[src/rtl/du_stat_counter.sv]
module du_stat_counter #(
  parameter int CNT_W     = 64,
  parameter int BYTE_W    = 32,
  parameter int OPC_W     = 8,
  parameter logic [OPC_W-1:0] OPC_WR = 8'h01,
  parameter logic [OPC_W-1:0] OPC_RD = 8'h02,
  parameter int UNIT_BLK  = 1000,
  parameter int BLK_SHIFT = 9
) (
  input  logic              clk,
  input  logic              rst_n,
  input  logic              cmd_valid,
  input  logic [OPC_W-1:0]  cmd_opcode,
  input  logic [BYTE_W-1:0] cmd_bytes,
  input  logic              cmd_ok,
  output logic              busy,
  output logic [CNT_W-1:0]  rd_cmds,
  output logic [CNT_W-1:0]  wr_cmds,
  output logic [CNT_W-1:0]  rd_units,
  output logic [CNT_W-1:0]  wr_units
);

  localparam int BLK_W  = BYTE_W - BLK_SHIFT;
  localparam int UNIT_W = $clog2(UNIT_BLK);
  localparam int REM_W  = ((BLK_W > UNIT_W) ? BLK_W : UNIT_W) + 1;
  localparam logic [REM_W-1:0] REM_PRESET = REM_W'(UNIT_BLK - 1);
  localparam logic [REM_W-1:0] REM_UNIT   = REM_W'(UNIT_BLK);

  logic [BLK_W-1:0]            blocks;
  logic                        take;
  logic [1:0]                  hit;
  logic [1:0]                  over;
  logic [1:0][CNT_W-1:0]       cmd_cnt;
  logic [1:0][CNT_W-1:0]       unit_cnt;

  assign blocks = cmd_bytes[BYTE_W-1:BLK_SHIFT];
  assign busy   = |over;
  assign take   = cmd_valid & cmd_ok & ~busy;
  assign hit[0] = take & (cmd_opcode == OPC_RD);
  assign hit[1] = take & (cmd_opcode == OPC_WR);

  for (genvar d = 0; d < 2; d++) begin : g_dir
    logic [REM_W-1:0] rem_q;
    logic [CNT_W-1:0] cmd_q;
    logic [CNT_W-1:0] unit_q;

    assign over[d] = rem_q >= REM_UNIT;

    always_ff @(posedge clk or negedge rst_n) begin
      if (!rst_n) begin
        rem_q  <= REM_PRESET;
        cmd_q  <= '0;
        unit_q <= '0;
      end else if (hit[d]) begin
        cmd_q <= cmd_q + 1'b1;
        rem_q <= rem_q + REM_W'(blocks);
      end else if (over[d]) begin
        unit_q <= unit_q + 1'b1;
        rem_q  <= rem_q - REM_UNIT;
      end
    end

    assign cmd_cnt[d]  = cmd_q;
    assign unit_cnt[d] = unit_q;
  end

  assign rd_cmds  = cmd_cnt[0];
  assign wr_cmds  = cmd_cnt[1];
  assign rd_units = unit_cnt[0];
  assign wr_units = unit_cnt[1];

endmodule

[config.mk]
export PLATFORM = sky130hd
export DESIGN_NAME = du_stat_counter
export DESIGN_NICKNAME = d
export VERILOG_FILES = /design/src/rtl/du_stat_counter.sv
export SDC_FILE = /design/constraint.sdc
export NUM_CORES = 1
export LEC_CHECK = 0
export ABC_CLOCK_PERIOD_IN_PS = 3920
export CAP_MARGIN = 30
export CELL_PAD_IN_SITES_DETAIL_PLACEMENT = 0
export CELL_PAD_IN_SITES_GLOBAL_PLACEMENT = 1
export CORE_MARGIN = 4
export CORE_UTILIZATION = 41
export CTS_CLUSTER_SIZE = 8
export DETAILED_ROUTE_END_ITERATION = 12
export MAX_ROUTING_LAYER = met4
export PLACE_DENSITY = 0.78
export SETUP_SLACK_MARGIN = 0.4
export SYNTH_ARGS = -nofsm -noshare
export SYNTH_HDL_FRONTEND = slang
export SYNTH_SLANG_ARGS = --single-unit
[constraint.sdc]
create_clock -name clk -period 3.92 [get_ports clk]
set_clock_uncertainty 0.1 [all_clocks]
set_input_delay 0.588 -clock clk [delete_from_list [all_inputs] [get_ports clk]]
set_output_delay 0.588 -clock clk [all_outputs]
set_load 0.1 [all_outputs]
; ---- Word level (Yosys, flattened, before mapping)
; Index checks and enable logic that the tools add are counted.
[classes]
eq_ne = 2
mux = 4
n_reduce_logical = 5
addsub = 8
magnitude_cmp = 2
n_bitwise = 7
[op_table]
columns = cell, count
row1 = adder 64 x 1 -> 64 bit (second input constant), 4
row2 = 2-to-1 mux 24 bit, 4
row3 = adder 24 x 23 -> 24 bit, 2
row4 = >= comparator 24 x 10 -> 1 bit (second input constant), 2
row5 = subtractor 24 x 10 -> 24 bit (second input constant), 2
row6 = equality test 8 x 1 -> 1 bit (second input constant), 1
row7 = equality test 8 x 2 -> 1 bit (second input constant), 1
row8 = bitwise AND 1 bit, 4
row9 = AND reduction 2 bit, 2
row10 = nonzero test 2 bit, 2
row11 = inverter 1 bit, 3
row12 = OR reduction 2 bit, 1
[totals]
wordCells = 34
ff_bits = 304
output_inout_bits = 257

; ---- Longest topological paths before layout
[logic_depth]
ltp_word = 7
ltp_mapped = 12
mapped_depth_nobuf = 11

; ---- Least setup slack after synthesis
; No wires, ideal clock.
[synth_timing]
path_kind = reg-to-reg
from = reg g_dir[1].cmd_q[8] (netlist: wr_cmds[8])
to = reg g_dir[1].cmd_q[30] (netlist: wr_cmds[30])
arrival_time_ps = 3256
stages_incl_launch_ff = 9
synth_period_minus_slack_ps = 3514
path_buffers = 0
required_ps = 3662
path_slack_ps = 406
cell_sequence = dfrtp_1 > and4_1 > and3_1 > nand2_1 > nor4_1 > nand4_1 > nor4_1 > nand3_1 > xnor2_1
[synth_via]
elab_chain_len = 1
[synth_rtl]
columns = item, line
row1 = "start, declared", 44  ; logic [CNT_W-1:0] cmd_q;
row2 = "start signal, assigned", 55  ; cmd_q <= cmd_q + 1'b1;
row3 = adder 64 x 1 -> 64 bit, 55
; Every way passes these cells.
; A chain may end at the register's enable or synchronous reset.

; ---- Worst setup path after layout
[layout_timing]
from = reg g_dir[0].rem_q[17]
to = out busy
[layout_via]
elab_chain_len = 2
[layout_rtl]
columns = item, line
row1 = "start, declared", 43  ; logic [REM_W-1:0] rem_q;
row2 = "start signal, assigned", 56  ; rem_q <= rem_q + REM_W'(blocks);
row3 = "start signal, assigned", 59  ; rem_q <= rem_q - REM_UNIT;
row4 = >= comparator 24 x 10 -> 1 bit, 47  ; assign over[d] = rem_q >= REM_UNIT;
row5 = OR reduction 2 bit, 37  ; assign busy = |over;
row6 = "end, declared", 16  ; output logic busy,
; Every way passes these cells.

==> flow_summary.json <==
{
  "cpMostUsedCell": "buf_4",
  "synth_cell_types": 62,
  "num_rows": 71,
  "overflow": 0,
  "ff2ff_setup_slack_ns": 0.67,
  "synth.top_cell.area_share_pct": 45.5,
  "ctsHoldBuffers": 0,
  "final_nets": 2002,
  "place_ws_ns": 0.0882,
  "numCtsBuffers": 44,
  "drt_iter0_drc": 662,
  "die_area_mm2": 0.0418,
  "finalSetupViolCount": 0,
  "ioPinCount": 301,
  "path_buf_inv": 2,
  "worstPathArrival_ns": 2.70,
  "synth-edff-count": 0,
  "synth_fa_ha_area_share_pct": 4.36,
  "crit_slowest_cell": "or4_4",
  "slew_headroom_pct": 29.6,
  "drive_gt1_share_pct": 6.92,
  "fmax_mhz": 295,
  "numClockSinks": 304,
  "ys.flop_type": "dfrtp_1",
  "clkLatencyLatePin_ns": 0.54,
  "n_fill_cell": 3367,
  "reg2reg_to": "rd_cmds[29]",
  "crit_family": "simple AND/OR/NAND/NOR gates",
  "period_needed_ns": 3.39,
  "ant_nets": 0,
  "synth.top_cells.by_area": "dfrtp_1 46%, xnor2_1 14%, ha_1 4.1%, nand2_1 4.0%, xor2_1 3.9%",
  "cts-root-buf": "clkbuf_16",
  "synthMuxAreaShare_pct": 0.198,
  "synth_top_family_by_area": "simple AND/OR/NAND/NOR gates",
  "mostFrequentLayoutCell": "clkdlybuf4s50_1",
  "setup_slack_ns": 0.532,
  "critPathKind": "flop to primary output",
  "crit_path_end_kind": "primary output",
  "async_reset_ff_share_pct": 100,
  "post-route-drc-count": 0,
  "syn_area_mm2": 0.0158,
  "cp-start-kind": "flop",
  "worstRegToRegCells": 10,
  "finalSetupTns_ns": 0,
  "cpPeakStageDelay_ns": 0.57,
  "dp_hpwl_um": 31100,
  "crit_start": "g_dir[0].rem_q[17]",
  "vias_per_cell": 5.25,
  "synth-seq-cells": 304,
  "core_mm2": 0.0378,
  "grt_pass1_vias": 12673,
  "worst_ep_required_time_ns": 3.23,
  "crit_fanout": 14,
  "clk_pin_slew_ns": 0.05,
  "dr.pass1.iters": 5,
  "synth-xor-area-share_pct": 17.6,
  "status": "finished with violations",
  "ir_worst_vdd_v": 0.000294,
  "grt_pass1_wl_um": 68800,
  "antenna_found_initial": 0,
  "holdWs_ns": -0.00758,
  "die_w_um": 204,
  "clock_path_buffers": 3,
  "cts_tree": "built",
  "final_cell_mix": "289 x clkdlybuf4s50_1, 288 x dfrtp_1, 247 x xnor2_1",
  "yosys_warnings": 0,
  "wire_per_inst_um": 17.5,
  "routed_wl_um": 42600,
  "rsz0062_at_grt": "false",
  "synth_simple_gate_area_share_pct": 21.0,
  "synthesis.nets": 1654,
  "worst-path-stages": 6,
  "syn_inst": 1556,
  "yosys.area.top_type": "dfrtp_1",
  "yosysSeqAreaShare_pct": 48.2,
  "powerDensity_mw_per_mm2": 328,
  "insertedDiodeCount": 0,
  "max-cap-violations": 0,
  "globalplace.congestion": 0.866,
  "start_util_pct": 41.8,
  "period_share_pct": 86.4,
  "die_h_um": 204,
  "via_count": 12762,
  "synth_compound_area_share_pct": 7.22,
  "hold_viol": 7,
  "tightest_slew_ns": 1.05,
  "rr_startpoint": "g_dir[0].rem_q[17]",
  "hold_path.class": "input pin to asynchronous set/reset pin",
  "port-buffer-count": 291,
  "slew_viol_final": 0,
  "worstPathCellList": "or4_4 -> nor4_4 -> and4_4 -> buf_4 -> nand2_1 -> buf_4",
  "cts_max_level": 2,
  "grt_max_degree": 99,
  "power.leakage_nw": 9.08,
  "violations": "hold timing",
  "postSynthAreaPerCell_um2": 10.2,
  "grt_usage_pct": 20.7,
  "areaGrowthSynthToFinish_pct": 32.8
}
worst register-to-register path, cell delays in order (launching register included):
cell     delay (ns)
dfrtp_1        0.46
or4_4          0.57
nor4_4         0.21
and4_4         0.34
nand3_1        0.11
nor2b_1        0.37
nand3_1        0.27
nor3_1         0.23
buf_4          0.18
nand4_1        0.12
xnor2_1        0.15
metal layers:
layer | wire, µm | up-vias | global-route usage (%)
met4 | 694 | 0 | 4.88
met1 | 19800 | 6255 | 28.9
li1 | - | 6168 | -
met2 | 19900 | 296 | 31.9
met3 | 2200 | 43 | 3.62
met5 | 0 | - | -
metrics by stage:
stage / instances / area [µm²] / util (%) / hold WS (ns) / power, mW
after floorplan: 1556 / 15800 / - / 0.192 / 3.33
after global placement: 2360 / 19600 / 51.7 / 0.359 / 3.48
after detailed placement: 2367 / 19700 / 52.2 / 0.364 / 3.49
after CTS: 2430 / 21000 / 55.5 / 0.0300 / 7.03
after global routing: 2432 / 21000 / 55.5 / 0.0483 / 7.20
final: 2432 / 21000 / 55.5 / -0.00758 / 6.90
layout make-up:
type	count	area (µm²)	share of cell area, %
Multi-Input combinational cell	1192	8000	38.1
Clock buffer	61	1220	5.79
Tap cell	511	639	3.04
Sequential cell	304	7630	36.3
Inverter	34	128	0.607
Clock inverter	2	21.3	0.101
Timing Repair Buffer	328	3390	16.1
Yosys cell counts, drive strengths merged (7+ instances only):
cell type,instances
or3,7
o21ai,34
dfstp,16
inv,34
xor2,71
nor2,96
or2,8
nor4,16
buf,7
and3,75
and4,21
nand4,64
a21oi,48
nor2b,7
o22ai,14
and2,13
nand3,104
nand2,168
nor3,42
o21bai,8
dfrtp,288
ha,52
clkbuf,19
xnor2,247
a21o,25
how the worst max path moves through the flow:
stage | end | slack (ns)
after floorplan | wr_cmds[30] | 0.41
after global placement | g_dir[1].rem_q[22] | 0.15
after detailed placement | g_dir[1].rem_q[22] | 0.09
after CTS | busy | 0.41
after global routing | wr_units[50] | 0.41
final | busy | 0.53
cells by family after synthesis:
kind of cell,after synthesis
AOI/OAI and AO/OA,179
xor gates and xnor gates,318
adders and majority gates,54
buffers and inverters,60
DFF,304
muxes,3
and+or+nand+nor,638
flip-flops by register name, summed over array words and instances (netlist names):
name	flops
g_dir.rem_q	48
rd_cmds	64
rd_units	64
wr_cmds	64
wr_units	64
timing repair:
action	CTS	global route
cloned	0	0
setup buffers	0	2
pin swaps	0	3
setup endpoints to repair	1	13
gates resized for setup	2	4
power breakdown:
part           switching (mW)  internal, mW  total [mW]  leakage [nW]
combinational           0.171         0.115       0.286          4.43
sequential                  0          3.14        3.14          4.04
clock                    1.35          2.12        3.47         0.601
total                    1.52          5.38        6.90          9.08
No activity file was read; power rests on OpenSTA's default activity.
